**config.mk**
```make
export PLATFORM = sky130hd
export DESIGN_NAME = regxfer_unit
export DESIGN_NICKNAME = d
export VERILOG_FILES = /design/src/rtl/regxfer_pkg.sv /design/src/rtl/regxfer_decode.sv /design/src/rtl/regxfer_alu.sv /design/src/rtl/regxfer_rf.sv /design/src/rtl/regxfer_unit.sv
export SDC_FILE = /design/constraint.sdc
export NUM_CORES = 1
export LEC_CHECK = 0
export ABC_CLOCK_PERIOD_IN_PS = 19100
export CAP_MARGIN = 0
export CORE_MARGIN = 2
export CORE_UTILIZATION = 50
export CTS_CLUSTER_DIAMETER = 200
export DETAILED_ROUTE_END_ITERATION = 10
export DONT_BUFFER_PORTS = 1
export SLEW_MARGIN = 20
export SYNTH_ARGS = -nofsm -noshare
export SYNTH_HDL_FRONTEND = slang
export SYNTH_HIERARCHICAL = 1
export SYNTH_SLANG_ARGS = --single-unit
```
**constraint.sdc**
```tcl
create_clock -name clk -period 19.1 [get_ports clk]
set_input_delay 0 -clock clk [delete_from_list [all_inputs] [get_ports clk]]
set_output_delay 0 -clock clk [all_outputs]
set_load 0.05 [all_outputs]
```
**src/rtl/regxfer_pkg.sv**
```systemverilog
package regxfer_pkg;

  localparam int NREG = 8;
  localparam int RIDX = $clog2(NREG);

  localparam logic [5:0] OPC_XFER = 6'h0B;
  localparam logic [5:0] OPC_ZERO = 6'h03;

  typedef enum logic [2:0] {
    K_MOVE,
    K_COMP,
    K_NEG,
    K_XCH,
    K_ZERO,
    K_BAD
  } xfer_kind_e;

  typedef struct packed {
    xfer_kind_e        kind;
    logic              masked;
    logic [RIDX-1:0]   rd;
    logic [RIDX-1:0]   rs;
  } xfer_op_t;

endpackage

```
**src/rtl/regxfer_decode.sv**
```systemverilog
module regxfer_decode
  import regxfer_pkg::*;
(
  input  logic [15:0] instr,
  output xfer_op_t    op
);

  logic [5:0] opc;
  logic [3:0] aug;

  assign opc = instr[15:10];
  assign aug = instr[3:0];

  always_comb begin
    op.rd     = instr[9:7];
    op.rs     = instr[6:4];
    op.masked = aug[3];
    op.kind   = K_BAD;
    if (opc == OPC_XFER) begin
      case (aug)
        4'h0, 4'h8: op.kind = K_MOVE;
        4'h3, 4'hB: op.kind = K_COMP;
        4'h4, 4'hC: op.kind = K_NEG;
        4'h5, 4'hD: op.kind = K_XCH;
        default:    op.kind = K_BAD;
      endcase
    end else if (opc == OPC_ZERO && aug == 4'h0 && instr[9:7] == instr[6:4]) begin
      op.kind = K_ZERO;
    end
  end

endmodule

```
**src/rtl/regxfer_alu.sv**
```systemverilog
module regxfer_alu
  import regxfer_pkg::*;
#(
  parameter int W = 32
) (
  input  xfer_kind_e   kind,
  input  logic         masked,
  input  logic [W-1:0] src,
  input  logic [W-1:0] dst,
  input  logic [W-1:0] msk,
  output logic [W-1:0] res,
  output logic [W-1:0] swp,
  output logic [3:0]   cc_n
);

  localparam logic [W-1:0] MIN_NEG = {1'b1, {(W-1){1'b0}}};
  localparam logic [W-1:0] ONE     = {{(W-1){1'b0}}, 1'b1};

  logic [W-1:0] m;
  logic [W-1:0] flag;
  logic         ovf;

  assign m = masked ? msk : '1;

  always_comb begin
    res = '0;
    swp = '0;
    ovf = 1'b0;
    case (kind)
      K_MOVE: res = src & m;
      K_COMP: res = ~src & m;
      K_NEG: begin
        res = (~src + ONE) & m;
        ovf = (src == MIN_NEG);
      end
      K_XCH: begin
        res = src & m;
        swp = dst & m;
      end
      default: res = '0;
    endcase
    flag = (kind == K_XCH) ? swp : res;
    cc_n = {ovf, ~flag[W-1] & (|flag), flag[W-1], ~(|flag)};
  end

endmodule

```
**src/rtl/regxfer_rf.sv**
```systemverilog
module regxfer_rf #(
  parameter int W = 32,
  parameter int N = 8
) (
  input  logic                 clk,
  input  logic                 rst_n,
  input  logic                 we,
  input  logic [$clog2(N)-1:0] waddr,
  input  logic [W-1:0]         wdata,
  input  logic [$clog2(N)-1:0] ra_s,
  input  logic [$clog2(N)-1:0] ra_d,
  input  logic [$clog2(N)-1:0] ra_m,
  input  logic [$clog2(N)-1:0] ra_x,
  output logic [W-1:0]         rd_s,
  output logic [W-1:0]         rd_d,
  output logic [W-1:0]         rd_m,
  output logic [W-1:0]         rd_x
);

  localparam int AW = $clog2(N);

  logic [N-1:0][W-1:0] flat;

  for (genvar g = 0; g < N; g++) begin : g_ent
    logic [W-1:0] q;
    logic         en;
    assign en = we && (waddr == AW'(g));
    always_ff @(posedge clk or negedge rst_n) begin
      if (!rst_n)  q <= '0;
      else if (en) q <= wdata;
    end
    assign flat[g] = q;
  end

  assign rd_s = flat[ra_s];
  assign rd_d = flat[ra_d];
  assign rd_m = flat[ra_m];
  assign rd_x = flat[ra_x];

endmodule

```
**src/rtl/regxfer_unit.sv**
```systemverilog
module regxfer_unit
  import regxfer_pkg::*;
#(
  parameter int W        = 32,
  parameter int MASK_IDX = 4
) (
  input  logic             clk,
  input  logic             rst_n,
  input  logic             start,
  input  logic [15:0]      instr,
  input  logic             ld_en,
  input  logic [2:0]       ld_idx,
  input  logic [W-1:0]     ld_val,
  input  logic [2:0]       dbg_idx,
  output logic [W-1:0]     dbg_val,
  output logic             done,
  output logic             illegal,
  output logic             arith_exc,
  output logic [3:0]       cc
);

  localparam logic [RIDX-1:0] MIDX = RIDX'(MASK_IDX);

  // reset: asserted asynchronously, released on a clock edge
  logic [1:0] rst_sync;
  logic       rst_i_n;
  always_ff @(posedge clk or negedge rst_n) begin
    if (!rst_n) rst_sync <= 2'b00;
    else        rst_sync <= {rst_sync[0], 1'b1};
  end
  assign rst_i_n = rst_sync[1];

  xfer_op_t     op;
  xfer_kind_e   kind_w;
  logic [W-1:0] src_v, dst_v, msk_v, res_v, swp_v;
  logic [3:0]   cc_n;

  regxfer_decode u_dec (.instr(instr), .op(op));
  assign kind_w = op.kind;

  // state
  logic            busy_q, busy_d;
  logic [W-1:0]    pend_q;
  logic [RIDX-1:0] pidx_q;
  logic            pend_en;
  logic            done_q, done_d;
  logic            ill_q, ill_d;
  logic            exc_q, exc_d;
  logic [3:0]      cc_q;
  logic            cc_en;
  logic            accept;

  // single write port
  logic            we;
  logic [RIDX-1:0] wa;
  logic [W-1:0]    wd;

  regxfer_rf #(.W(W), .N(NREG)) u_rf (
    .clk(clk), .rst_n(rst_i_n),
    .we(we), .waddr(wa), .wdata(wd),
    .ra_s(op.rs), .ra_d(op.rd), .ra_m(MIDX), .ra_x(dbg_idx),
    .rd_s(src_v), .rd_d(dst_v), .rd_m(msk_v), .rd_x(dbg_val)
  );

  regxfer_alu #(.W(W)) u_alu (
    .kind(op.kind), .masked(op.masked),
    .src(src_v), .dst(dst_v), .msk(msk_v),
    .res(res_v), .swp(swp_v), .cc_n(cc_n)
  );

  always_comb begin
    accept  = start && !busy_q;
    busy_d  = accept && (op.kind == K_XCH);
    pend_en = busy_d;
    done_d  = (accept && (op.kind != K_XCH)) || busy_q;
    ill_d   = accept && (op.kind == K_BAD);
    exc_d   = accept && cc_n[3];
    cc_en   = accept && (op.kind != K_BAD);
    we = 1'b0;
    wa = ld_idx;
    wd = ld_val;
    if (busy_q) begin
      we = 1'b1;
      wa = pidx_q;
      wd = pend_q;
    end else if (accept && op.kind != K_BAD) begin
      we = 1'b1;
      wa = op.rd;
      wd = res_v;
    end else if (ld_en) begin
      we = 1'b1;
    end
  end

  always_ff @(posedge clk or negedge rst_i_n) begin
    if (!rst_i_n) begin
      busy_q <= 1'b0;
      done_q <= 1'b0;
      ill_q  <= 1'b0;
      exc_q  <= 1'b0;
      cc_q   <= '0;
      pend_q <= '0;
      pidx_q <= '0;
    end else begin
      busy_q <= busy_d;
      done_q <= done_d;
      ill_q  <= ill_d;
      exc_q  <= exc_d;
      if (cc_en)   cc_q <= cc_n;
      if (pend_en) begin
        pend_q <= swp_v;
        pidx_q <= op.rs;
      end
    end
  end

  assign done      = done_q;
  assign illegal   = ill_q;
  assign arith_exc = exc_q;
  assign cc        = cc_q;

endmodule

```
Yosys cells after proc, flatten, opt, wreduce, memory -nomap -nowiden

Memories as Yosys holds them, arrays and structs flattened.
Index checks and enable logic that the tools add are counted.

Register bits after elaboration: 301
Bits in read-only memories: 48
Input port bits: 58
Memories kept: 1

Memories:

| name             | depth | bits a word | read ports | clocked after Yosys merged registers in | wr ports | RTL line             | text |
|---|---|---|---|---|---|---|---|
| (name not given) | 16    | 3           | 1          | 0                                       | 0        | regxfer_decode.sv:20 | `case (aug)` |

Add/subtract/negate cells: 1
$lt $le $gt $ge: 3
Eq/ne operators: 17
Muxes and demuxes: 20
Bitwise operators: 8
Reduce and logical (&&, ||, !) cells: 23

Operators with widths:

| kind                    | count |
|---|---|
| $bmux W32 S3            | 3 |
| $mux W32                | 8 |
| $and A32 B32 Y32        | 4 |
| $pmux W32 S3            | 1 |
| $add A32 B1 Y32 const B | 1 |
| $eq A32 B32 Y1 const B  | 1 |
| $not A32 Y32            | 1 |
| $reduce_or A32 Y1       | 1 |
| $logic_and A1 B1 Y1     | 16 |
| $eq A3 B3 Y1 const B    | 5 |
| $eq A3 B2 Y1 const B    | 4 |
| $lt A3 B4 Y1 const B    | 3 |
| $mux W3                 | 3 |
| $eq A3 B1 Y1 const B    | 2 |
| $eq A6 B2 Y1 const B    | 1 |
| $eq A6 B4 Y1 const B    | 1 |
| $logic_not A3 Y1        | 2 |
| $mux W1                 | 5 |
| $logic_not A4 Y1        | 1 |
| $eq A3 B3 Y1            | 1 |
| $ne A3 B2 Y1 const B    | 1 |
| $ne A3 B3 Y1 const B    | 1 |
| $not A1 Y1              | 2 |
| $reduce_or A2 Y1        | 1 |
| 3 further kinds         | 3 |

Depth between registers and ports, before layout

Word-level depth: 11
Gate-level depth with buffers: 17
Gate-level depth less buffers: 14

Cells and area by module

The synthesis kept the hierarchy.

By module, submodules not included:

| module         | instances | cells an instance | area an instance (sq um) | seq. area each (sq um) |
|---|---|---|---|---|
| regxfer_rf     | 1         | 1007              | 17873.4                  | 6406.1 |
| regxfer_unit   | 1         | 182               | 2337.2                   | 1126.1 |
| regxfer_alu    | 1         | 340               | 2145.8                   | 0.0 |
| regxfer_decode | 1         | 23                | 172.7                    | 0.0 |

Least setup slack after synthesis

No wires, ideal clock.

Path type: input to register
Start: in instr[4]
End: reg cc_q[2], in the netlist cc[2]
Setup time: 0.125 ns
Arrival time: 3.960 ns
Required time: 18.975 ns
Setup slack: 15.016 ns
Stages on the path: 17
Path buffers: 4
Path through: buf_4 buf_6 buf_6 mux4_1 mux2_2 inv_1 ha_1 nor2b_1 and4_4 buf_6 a21oi_1 mux2i_1 or4_1 or4_1 or3_1 o21a_1 mux2_2

Elaborated cells on any way between the ends: 24
Those cells by class: 1 x add/sub; 5 x eq/ne; 7 x mux; 6 x bitwise; 5 x reduce/logical

RTL lines:

| item                           | RTL line            | text |
|---|---|---|
| start, declared                | regxfer_unit.sv:10  | `input logic [15:0] instr,` |
| $bmux W32 S3                   | regxfer_rf.sv:35    | `assign rd_s = flat[ra_s];` |
| $mux W32 (not written as such) | regxfer_rf.sv:35    |  |
| named net src_v[1]             | regxfer_unit.sv:35  | `logic [W-1:0] src_v, dst_v, msk_v, res_v, swp_v;` |
| $not A32 Y32                   | regxfer_alu.sv:33   | `res = (~src + ONE) & m;` |
| $add A32 B1 Y32                | regxfer_alu.sv:33   |  |
| $and A32 B32 Y32               | regxfer_alu.sv:33   |  |
| $pmux W32 S3                   | regxfer_alu.sv:29   | `case (kind)` |
| named net res_v[16]            | regxfer_unit.sv:35  |  |
| $mux W32                       | regxfer_alu.sv:42   | `flag = (kind == K_XCH) ? swp : res;` |
| $reduce_or A32 Y1              | regxfer_alu.sv:43   | `cc_n = {ovf, ~flag[W-1] & (\|flag), flag[W-1], ~(\|flag)};` |
| $and A1 B1 Y1                  | regxfer_alu.sv:43   |  |
| named net cc_n[2]              | regxfer_unit.sv:36  | `logic [3:0] cc_n;` |
| end signal, assigned           | regxfer_unit.sv:109 | `if (cc_en) cc_q <= cc_n;` |
| end, declared                  | regxfer_unit.sv:49  | `logic [3:0] cc_q;` |

The timed path passes the listed nets, and every way through them passes these cells. The select of a mux whose other input is x is not followed.
A chain may end at the register's enable or synchronous reset.

Final worst setup path

Start: reg u_rf.g_ent[5].q[1]
End: reg cc_q[2], in the netlist cc[2]

Cells in the longest elaborated chain, start to end: 9
Elaborated cells on any way between the ends: 16
Those cells by class: 1 x add/sub; 7 x mux; 7 x bitwise; 1 x reduce/logical

Ends and longest elaborated chain:

| item                           | RTL line           | text |
|---|---|---|
| start, declared                | regxfer_rf.sv:25   | `logic [W-1:0] q;` |
| start signal, assigned         | regxfer_rf.sv:30   | `else if (en) q <= wdata;` |
| $bmux W32 S3                   | regxfer_rf.sv:35   |  |
| $mux W32 (not written as such) | regxfer_rf.sv:35   |  |
| named net src_v[1]             | regxfer_unit.sv:35 |  |
| $not A32 Y32                   | regxfer_alu.sv:33  |  |
| $add A32 B1 Y32                | regxfer_alu.sv:33  |  |
| $and A32 B32 Y32               | regxfer_alu.sv:33  |  |
| $pmux W32 S3                   | regxfer_alu.sv:29  |  |
| named net res_v[16]            | regxfer_unit.sv:35 |  |
| $mux W32                       | regxfer_alu.sv:42  |  |
| $reduce_or A32 Y1              | regxfer_alu.sv:43  |  |
| $and A1 B1 Y1                  | regxfer_alu.sv:43  |  |
| named net cc_n[2]              | regxfer_unit.sv:36 |  |

The timed path passes the listed nets, and every way through them passes these cells. The select of a mux whose other input is x is not followed.

==> summary.txt <==
Timing
  – Period Utilization, post-route: 23.5%
  – Fin. Hold Viols: 0
  – Clock Skews: 16.7 ps
  – RSZ-0062 raised after global routing: no
  – Final min period: 4500 ps
  – Setup TNS: 0 ps
  – Setup violators final: 0
  – Max Slew Vio Count: 0
  – Least-Margin Pin Slew: 1030 ps
  – Max Fclk: 0.222 GHz
  – Max transition margin: 31.6%

Worst setup path
  – CP Capture Type: flop
  – CP startpoint kind: flop
  – Crit path max fanout: 9
  – CP arrival: a little under 5000 ps
  – Setup CP Type: reg2reg
  – CP required: 19550 ps

Clock network
  – H-tree lvl count: 2
  – Clock sinks: 301
  – Worst-Skew Late Latency: 570 ps
  – CTS Buf Count: 38
  – Worst-path clk slew: ~60 ps
  – CTS tree: built
  – CTS max path bufs: 3
  – CTS-repair resized insts: 0
  – Root buf cell: clkbuf_16

Yosys
  – Seq/Total Area, Yosys: around a third
  – Post-synth cell types: 79
  – Mapped Cells: 1552
  – Synth warn: 6
  – Top post-synthesis cells by area: dfrtp_1 33%, mux2_2 20%, mux4_1 19%
  – Main synth FF type: dfrtp_1
  – Synthesized flop and latch total: 301
  – Async set-reset flop share out of synthesis: 100%
  – Post-synth top area share: around a third
  – Synthesized area: 22500 µm²
  – Mapped Avg Cell Area: 14.5 µm²
  – Post-synth top area cell: dfrtp_1
  – EDFF count, synth: 0

Placement
  – Detailed Place HPWL: 40800 µm
  – Placed Instances: ~2000
  – DP Area: 22500 µm²
  – Port buffer count: 0
  – Routability Congestion: 0.911

Detailed routing
  – DRT antenna net count: 0
  – Iter 0 DRT Violations: around 1200
  – DR DRC count: 0
  – TritonRoute pass-1 iters: 7
  – DR vias: 15200
  – Routed len/inst: roughly 32 µm
  – Via density: 7.17
  – Total Wirelength: 67400 µm

Status
  – Status: finished clean

Floorplan
  – IO Pins: between 90 and 100
  – Die area: 46800 µm²
  – Core area: ~44000 µm²
  – Initial Util: 50.8%
  – Die span in x: 216 µm
  – Rows: between 70 and 80
  – Die height: between 200 and 250 µm

Power
  – Combinational share of power: 32.9%
  – Psw: a little over 800 µW
  – Switching Fraction: 33.2%
  – Peak supply drop: 0.0534 mV
  – Static leakage: 9.89 nW
  – Power, Total: 2.44 mW
  – Sequential power share: between 30% and 40%
  – Power Internal: 1.63 mW
  – Part of the power in the clock network: 29.1%
  – Pwr Density: just over 100 nW/µm²

Cells and area
  – Nets: between 1500 and 2000
  – Post-route cell area: 24200 µm²
  – Layout Cells excl Fill: 2122
  – Layout cells sized above 1: 39.9%
  – Fillcell total: 3708
  – Most common cell after layout, fill and taps aside: mux2_2
  – Final core area utilization: 54.5%
  – Commonest non-fill, non-tap cells in the layout: 408 x mux2_2, 300 x dfrtp_1, 160 x mux4_1
  – P&R area growth vs syn: 7.28%

Hold path
  – Min-Delay Path Class: in2reg

Global routing
  – GRT overflow: 0
  – GRT Total Usage: between 20 and 30%
  – Vias in the first global route: 15300
  – Initial antenna violation count: 5
  – Largest net degree at the start of global routing: between 70 and 80
  – First-pass GRT wire length: 101000 µm

Run
  – Max-cap violation count: 0
worst paths after layout:
kind                                          from                   to  slack (ps)  cells after the start
worst max register to register  u_rf/g_ent[5].q[1]                cc[2]       14600                     13
worst min register to register         rst_sync[1]  u_rf/g_ent[6].q[13]         270                      0
min in group asynchronous                    rst_n          rst_sync[1]         200                      2
max in group asynchronous              rst_sync[1]   u_rf/g_ent[7].q[6]       16710                      2
worst max-delay path            u_rf/g_ent[5].q[1]                cc[2]       14600                     13
worst min-delay path                      instr[3]           pend_q[14]          30                      3
cell families (layout without fill, tap and decap cells):
kind of cell    count (synthesis)  after routing  synth area share [%]
buf+inv                       160            134                  4.45
fa+ha+maj                       3              3                 0.167
compound gates                112            112                  4.01
mux                           681            681                  49.6
flops                         301            301                  33.4
other cells                     2              6                0.0333
xor+xnor                       23             23                 0.894
simple gates                  270            270                  7.46
metal layers:
layer,global-route usage (%),up-vias,wire length [µm]
li1,-,6318,-
met1,41.0,8187,29500
met2,46.3,585,32000
met3,4.42,115,4040
met4,9.57,8,1870
met5,0,-,46
power by group through the flow:
stage	logic, mW	registers (mW)	clock network [mW]
6_report	0.803	0.928	0.710
5_1_grt	0.844	0.951	0.752
4_1_cts	0.795	0.922	0.725
3_5_place_dp	0.779	0.933	0
3_3_place_gp	0.771	0.922	0
2_1_floorplan	0.662	0.881	0
flip-flops by register name, summed over array words and instances, names as in the netlist, 2 cells and up:
signal,count
cc,4
rst_sync,2
u_rf/g_ent.q,256
pidx_q,3
pend_q,32
synth_stat cells (all sizes together) (13+ instances only):
cell type / count
buf: 121
mux4: 256
dfrtp: 301
nand2: 17
nor2b: 23
and3: 17
and2: 39
nand2b: 19
mux2: 423
clkbuf: 28
a221o: 35
nor2: 21
xnor2: 13
nor3: 32
nor3b: 20
o21ai: 14
nor4: 20
per-stage QoR:
step	hold slack [ps]	setup WS, ps
final	32.9	14600
after global routing	49.5	14390
after global placement	-296	14320
after floorplan	-296	10090
after CTS	2.21	14630
after detailed placement	-296	14250
repair_timing:
action / CTS / global route
buffers inserted: 0 / 0
endpoints found under the setup margin: 0 / 0
hold buffers: 41 / 0
hold endpoints to repair: 279 / 0
layout make-up:
class | count | area, µm² | area share (%)
clock inverter | 12 | 133 | 0.549
sequential | 301 | 7540 | 31.2
antenna | 2 | 5.00 | 0.0207
tap | 592 | 741 | 3.06
clock buffer | 50 | 1080 | 4.45
multi-input combinational | 1093 | 14100 | 58.2
inverter | 11 | 41.3 | 0.171
timing repair buffer | 61 | 569 | 2.36
worst max-delay path, cell delays in order (launching register included):
cell and delay (ps):
dfrtp_1 400, mux4_1 500, mux2_2 370, inv_1 130, ha_1 210, nor2b_1 330, and4_4 350, a21oi_1 100
mux2i_1 180, or4_1 540, or4_1 430, or3_1 400, o21a_1 190, mux2_2 260
(Power assumes the default switching activity.)
